[src/rtl/seq_pair_detect_pkg.sv]
package seq_pair_detect_pkg;

  localparam int PAT_LEN = 5;
  localparam logic [PAT_LEN-1:0] PAT_A = 5'b01101;
  localparam logic [PAT_LEN-1:0] PAT_B = 5'b01111;
  localparam int ST_W = 3;

  // Each state names the longest history tail that still starts a pattern.
  typedef enum logic [ST_W-1:0] {
    SP_NONE = 3'd0,
    SP_0    = 3'd1,
    SP_01   = 3'd2,
    SP_011  = 3'd3,
    SP_0110 = 3'd4,
    SP_0111 = 3'd5
  } spd_state_e;

  function automatic spd_state_e spd_step(spd_state_e s, logic b);
    spd_state_e n;
    case (s)
      SP_NONE: n = b ? SP_NONE : SP_0;
      SP_0:    n = b ? SP_01   : SP_0;
      SP_01:   n = b ? SP_011  : SP_0;
      SP_011:  n = b ? SP_0111 : SP_0110;
      SP_0110: n = b ? SP_01   : SP_0;    // after 01101 the tail 01 is kept
      SP_0111: n = b ? SP_NONE : SP_0;    // after 01111 no tail is useful
      default: n = SP_NONE;
    endcase
    return n;
  endfunction

  // Bit 1: pattern A completes, bit 0: pattern B completes.
  function automatic logic [1:0] spd_hits(spd_state_e s, logic b);
    logic [1:0] h;
    h = 2'b00;
    if (b && s == SP_0110) h[1] = 1'b1;
    if (b && s == SP_0111) h[0] = 1'b1;
    return h;
  endfunction

endpackage

[src/rtl/spd_next.sv]
module spd_next
  import seq_pair_detect_pkg::*;
(
  input  spd_state_e cur_st,
  input  logic       bit_in,
  output spd_state_e nxt_st
);
  always_comb nxt_st = spd_step(cur_st, bit_in);
endmodule

[src/rtl/spd_state.sv]
module spd_state
  import seq_pair_detect_pkg::*;
(
  input  logic       clk,
  input  logic       rst,
  input  spd_state_e nxt_st,
  output spd_state_e cur_st
);
  always_ff @(posedge clk) begin
    if (rst) cur_st <= SP_NONE;
    else     cur_st <= nxt_st;
  end
endmodule

[src/rtl/spd_hits.sv]
module spd_hits
  import seq_pair_detect_pkg::*;
(
  input  logic       rst,
  input  spd_state_e cur_st,
  input  logic       bit_in,
  output logic       hit_a,
  output logic       hit_b
);
  logic [1:0] raw;
  always_comb begin
    raw   = spd_hits(cur_st, bit_in);
    hit_a = raw[1] & ~rst;
    hit_b = raw[0] & ~rst;
  end
endmodule

[src/rtl/seq_pair_detect.sv]
module seq_pair_detect
  import seq_pair_detect_pkg::*;
(
  input  logic clk,
  input  logic rst,
  input  logic bit_in,
  output logic hit_a,
  output logic hit_b
);
  spd_state_e st_q;
  spd_state_e st_d;

  spd_next u_next (
    .cur_st (st_q),
    .bit_in (bit_in),
    .nxt_st (st_d)
  );

  spd_state u_state (
    .clk    (clk),
    .rst    (rst),
    .nxt_st (st_d),
    .cur_st (st_q)
  );

  spd_hits u_hits (
    .rst    (rst),
    .cur_st (st_q),
    .bit_in (bit_in),
    .hit_a  (hit_a),
    .hit_b  (hit_b)
  );
endmodule

[config.mk]
export PLATFORM = sky130hd
export DESIGN_NAME = seq_pair_detect
export DESIGN_NICKNAME = d
export VERILOG_FILES = /design/src/rtl/seq_pair_detect_pkg.sv /design/src/rtl/spd_next.sv /design/src/rtl/spd_state.sv /design/src/rtl/spd_hits.sv /design/src/rtl/seq_pair_detect.sv
export SDC_FILE = /design/constraint.sdc
export NUM_CORES = 1
export LEC_CHECK = 0
export BUFFER_PORTS_ARGS = -buffer_cell sky130_fd_sc_hd__clkbuf_2
export CAP_MARGIN = 20
export CORE_AREA = 3 3 40 42
export DETAILED_ROUTE_END_ITERATION = 10
export DIE_AREA = 0 0 43 45
export PLACE_DENSITY = 0.36
export SLEW_MARGIN = 5
export SYNTH_ARGS = -nofsm -noshare
export SYNTH_HDL_FRONTEND = slang
export SYNTH_SLANG_ARGS = --single-unit
[constraint.sdc]
create_clock -name clk -period 0.8 [get_ports clk]
set_input_delay 0.16 -clock clk [delete_from_list [all_inputs] [get_ports clk]]
set_output_delay 0.16 -clock clk [all_outputs]
set_load 0.01 [all_outputs]
==> results.toml, run 1 <==
[timing]
finalSetupTns_ns = -0.887
max_freq_mhz = 841
setup_viol = 4
hold_viol = 0
rsz0062_at_grt = "true"
worst_pin_slew_ns = 0.154
fin_crit_sh_pct = 149
fin_ws_ns = -0.389
fin_hold_ws_ns = 0.222
max-slew-margin-rel_pct = 89.7
fin_skew_ns = 0.000876
maxSlewViolCount = 0
period_needed_ns = 1.19

[final_layout]
reg.largest.list = "u_state.cur_st: 3 flops"
area_growth_pct = 95.8
largest-register = "u_state.cur_st"
largest_reg_flops = 3
finalNetCount = 35
instances_no_fill = 46
diodes = 0
final_core_util_pct = 22.7
drive_gt1_share_pct = 71.0
final_area_um2 = 292

[synthesis]
syn_avg_cell_area_um2 = 8.27
synthFlopType = "dfxtp_1"
synth_compound_area_share_pct = 13.4
synth_top_family_by_area = "simple AND/OR/NAND/NOR gates"
ys_seq_area_share_pct = 40.3
synth_edf_count = 0
synth-async-reset-ratio_pct = 0
synth_top_cell_by_area = "dfxtp_1"
ys_top_cells_by_area = "dfxtp_1 (40%), nor3b_2 (8.4%), nor2_1 (7.6%)"
synth_cell_types = 13
synth_common_cells = "dfxtp_1 (3), nor2_1 (3), nand2_1 (2)"
muxShareOfSynthArea_pct = 0
synth_xor_area_share_pct = 5.88
yosysTopAreaCellShare_pct = 40.3
synth_adder_area_share_pct = 0
synthCells = 18
synth_simple_gate_area_share_pct = 37.8
ys_warn_count = 0
syn_nets = 21
syn-cell-area_um2 = 149
synth_seq_cells = 3

[pwr]
p_leak_nw = 0.116
ir_worst_vdd_v = 0.000693
powerDensity_mw_per_mm2 = 1680
p_sw_mw = 0.109
pwr-share-seq_pct = 34.1
switching_share_pct = 22.4
combPwrFrac_pct = 12.4
internal_power_mw = 0.379
pwr-share-clk_pct = 53.5
power_mw = 0.489

[route]
wire_per_inst_um = 8.00
drtPass1Iterations = 2
viasPerCell = 3.61
drt_iter0_drc = 1
antenna_left = 0
via_count = 166
wl_um = 368
drc = 0

[place]
placed_area_um2 = 228
io_buffers = 4
dp_hpwl_um = 256
place_inst = 41
place.gp.congestion = 0.684
dp_slack_ns = -0.179

[grt]
grt_max_degree = 6
antenna_found_initial = 0
grt_pass1_wl_um = 600
grt_usage_pct = 5.00
grt_pass1_vias = 148
globalRouteOverflowTotal = 0

[clock_network]
htree_levels = 1
cts.clk_slew.worst_paths_ns = 0.03
clk_latency_ns = 0.23
numClockSinks = 3
hold_buffers = 0
cts_buffer_depth = 2
cts-buffers-inserted = 3
cts_tree = "yes"
cts-root-buf = "clkbuf_4"

[worst_hold_path]
hp-start = "bit_in"
hp-class = "primary input to register"
whs_path_depth = 3
hold_end = "u_state.cur_st[1]$_SDFF_PP0_"

[setup_path]
r2r-end = "u_state.cur_st[1]$_SDFF_PP0_"
critPathMaxFanout = 2
required_ns = 0.64
critPathLaunchType = "register"
r2r_cells = 4
r2r_setup_slack_ns = -0.06
worstReg2RegStart = "u_state.cur_st[1]$_SDFF_PP0_"
path_class = "register to output port"
cp-end-kind = "output port"
cp_data_arrival_time_ns = 1.03

[die]
fp.coreArea_mm2 = 0.00128
start_util_pct = 11.6
boundaryPins = 5
fp-row-count = 13
dieArea_mm2 = 0.00194
die_h_um = 45
die_w_um = 43

[status]
outcome = "complete, but fails checks"
violations = "setup timing"

[flow_run]
max_cap_violations = 0
## cell type report
cell class / instances / area, um^2
Fill cell: 142 / 993
Multi-Input combinational cell: 14 / 115
Sequential cell: 3 / 63.8
Timing Repair Buffer: 9 / 63.8
Clock buffer: 4 / 26.3
Tap cell: 15 / 18.8
Inverter: 1 / 3.75
## cells in the final DEF (no fill, tap or decap), types with 2 or more instances in the layout
cell type	count
clkbuf_4	3
nand2_1	2
clkbuf_2	2
nor2_1	2
dfxtp_2	3
buf_4	5
## power by group through the flow
stage | clock, mW | combinational (mW) | sequential [mW]
3_5_place_dp | 0 | 0.0509 | 0.167
5_1_grt | 0.303 | 0.0658 | 0.167
6_report | 0.261 | 0.0606 | 0.167
4_1_cts | 0.277 | 0.0533 | 0.165
2_1_floorplan | 0 | 0.0187 | 0.169
3_3_place_gp | 0 | 0.0521 | 0.167
## worst max path at each step
stage	start	endpoint
after floorplan	u_state.cur_st[1]$_SDFF_PP0_	hit_b
after detailed placement	u_state.cur_st[2]$_SDFF_PP0_	hit_b
after CTS	u_state.cur_st[1]$_SDFF_PP0_	hit_b
final	u_state.cur_st[1]$_SDFF_PP0_	hit_b
after global routing	u_state.cur_st[1]$_SDFF_PP0_	hit_a
after global placement	u_state.cur_st[2]$_SDFF_PP0_	hit_b
## kinds of logic (layout without fill, tap and decap cells)
kind of cell,after synthesis,count (layout)
flip-flops,3,3
XOR/XNOR,1,1
AND/OR/NAND/NOR,10,10
AO/OA/AOI/OAI,3,3
buffers and inverters,1,14
## critical path: stages, from the launching register on
cell and delay (ns):
dfxtp_2 0.33, nor3b_4 0.18, and3_4 0.20, buf_6 0.09
## per-layer routing
| metal | up-vias | wire [um] | track usage [%] |
|---|---|---|---|
| met1 | 70 | 193 | 5.06 |
| met4 | 0 | 0 | 5.42 |
| met5 | - | 0 | 0 |
| met3 | 0 | 28 | 5.18 |
| li1 | 91 | - | - |
| met2 | 5 | 145 | 5.09 |
## what timing repair did
action | CTS | global route
gates cloned | 0 | 0
setup buffers | 1 | 0
pin swaps | 2 | 0
resized for setup | 1 | 8
endpoints found under the setup margin | 4 | 5
Power figures use the tool's default switching activity.
==> run 2: changes to the inputs <==
Settings changed: SYNTH_HIERARCHICAL set to 1.
Clock period 0.8 ns to 1.47 ns, I/O delays scaled along.
==> results.toml, run 2 <==
[status]
outcome = "finished clean"

[synthesis]
syn_avg_cell_area_um2 = 8.62
synth_common_cells = "dfxtp_1 (3), nor2_1 (3), nor2b_1 (3), inv_1 (2)"
synth_cell_types = 11
synth_top_cell_by_area = "dfxtp_1"
syn_nets = 21
synthCells = 18
ys_top_cells_by_area = "dfxtp_1 (39%), nor2b_1 (12%), nand4bb_1 (7.3%)"
syn-cell-area_um2 = 155
synthFlopType = "dfxtp_1"
ys_warn_count = 6
synth_seq_cells = 3
synth-async-reset-ratio_pct = 0
synth_edf_count = 0
ys_seq_area_share_pct = 38.7
yosysTopAreaCellShare_pct = 38.7

[final_layout]
diodes = 0
fill_cells = 146
final_area_um2 = 220
drive_gt1_share_pct = 34.6
largest_reg_flops = 3
reg.largest.list = "u_state/cur_st: 3 flops"
area_growth_pct = 41.9
largest-register = "u_state/cur_st"
final_cell_mix = "clkbuf_2 (4), clkbuf_4 (3), nor2_1 (3), nor2b_1 (3), dfxtp_1 (3)"
finalNetCount = 30
layout_commonest_cell = "clkbuf_2"

[timing]
hold_viol = 0
finalSetupTns_ns = 0
max-slew-margin-rel_pct = 86.3
rsz0062_at_grt = "false"
fin_skew_ns = 0.00283
max_freq_mhz = 749
fin_crit_sh_pct = 90.8
setup_viol = 0
maxSlewViolCount = 0
fin_hold_ws_ns = 0.281
period_needed_ns = 1.33
worst_pin_slew_ns = 0.205

[clock_network]
hold_buffers = 0
cts_buffer_depth = 2
numClockSinks = 3
cts_setup_buffers = 0
cts-root-buf = "clkbuf_4"
cts-buffers-inserted = 3
clk_latency_ns = 0.23
cts_resized = 0
cts_tree = "yes"
cts.clk_slew.worst_paths_ns = 0.04
htree_levels = 1

[place]
place.gp.congestion = 0.611
io_buffers = 4
placed_area_um2 = 194

[die]
fp-row-count = 13
dieArea_mm2 = 0.00194
fp.coreArea_mm2 = 0.00128
die_w_um = 43
die_h_um = 45
start_util_pct = 12.1
boundaryPins = 5

[pwr]
powerDensity_mw_per_mm2 = 1140
ir_worst_vdd_v = 0.000390
p_leak_nw = 0.106

[setup_path]
critPathLaunchType = "register"
path_class = "register to output port"
required_ns = 1.18
cp_data_arrival_time_ns = 1.04
cp-end-kind = "output port"
critPathMaxFanout = 6

[flow_run]
max_cap_violations = 0

[grt]
globalRouteOverflowTotal = 0
antenna_found_initial = 0
grt_usage_pct = 5.24
grt_max_degree = 7
grt_pass1_vias = 154
grt_pass1_wl_um = 641

[route]
antenna_left = 0
drtPass1Iterations = 3
viasPerCell = 3.56
via_count = 146
drc = 0
wl_um = 324
drt_iter0_drc = 3
wire_per_inst_um = 7.90

[worst_hold_path]
hp-class = "primary input to register"
run 2: cell types whose count changed in the layout (fill, tap and decap cells not counted), sizes merged, moves of 2 or more:
cell | before | now
nor2b | 0 | 3
clkbuf | 6 | 8
buf | 7 | 0
nand2 | 2 | 0
run 2: cell type report:
class | instances | area, um^2 | area share (%)
multi-input cells | 13 | 87.6 | 39.8
flip-flops and latches | 3 | 60.1 | 27.3
clock buffers | 4 | 26.3 | 11.9
repair buffers | 4 | 20.0 | 9.09
well taps | 15 | 18.8 | 8.52
inverters | 2 | 7.51 | 3.41
run 2: stage by stage:
| stage | instances | utilization, % | worst slack (ns) | total power, mW |
|---|---|---|---|---|
| CTS | 41 | 17.1 | 0.116 | 0.259 |
| global placement | 37 | 15.1 | 0.350 | 0.109 |
| detailed placement | 37 | 15.1 | 0.315 | 0.110 |
| finish | 41 | 17.1 | 0.135 | 0.251 |
| floorplan | 18 | - | 0.469 | 0.102 |
| global route | 41 | 17.1 | 0.0402 | 0.273 |
run 2: power by group:
part	internal [mW]	leakage, nW	switching [mW]
clock	0.102	0.0150	0.0402
combinational	0.0110	0.0668	0.00721
sequential	0.0855	0.0245	0.00515
total	0.198	0.106	0.0525
run 2: critical path, cell delays in order (launching register included):
cell       delay [ns]
dfxtp_1          0.34
nand4bb_1        0.23
nor2_1           0.11
clkbuf_2         0.13
run 2: metal layers:
| layer | vias up | global-route usage [%] | share of wire (%) |
|---|---|---|---|
| met5 | - | 0 | 0 |
| met4 | 0 | 3.61 | 0 |
| met3 | 0 | 5.98 | 14 |
| met2 | 7 | 5.09 | 35 |
| met1 | 64 | 6.01 | 51 |
| li1 | 75 | - | - |
run 2: final timing paths:
check                                                  start                            to  slack [ns]  cells past startpoint
worst min-delay path                                     rst  u_state/cur_st[1]$_SDFF_PP0_        0.28                      2
worst min register to register  u_state/cur_st[2]$_SDFF_PP0_  u_state/cur_st[1]$_SDFF_PP0_        0.66                      2
worst max register to register  u_state/cur_st[0]$_SDFF_PP0_  u_state/cur_st[0]$_SDFF_PP0_        0.49                      3
worst max-delay path            u_state/cur_st[1]$_SDFF_PP0_                         hit_b        0.14                      3
run 2: kinds of logic after synthesis:
family | after synthesis | synth area share [%]
AOI/OAI and AO/OA | 3 | 15.3
buffers and inverters | 2 | 4.84
DFF | 3 | 38.7
and+or+nand+nor | 9 | 35.5
xor gates and xnor gates | 1 | 5.65
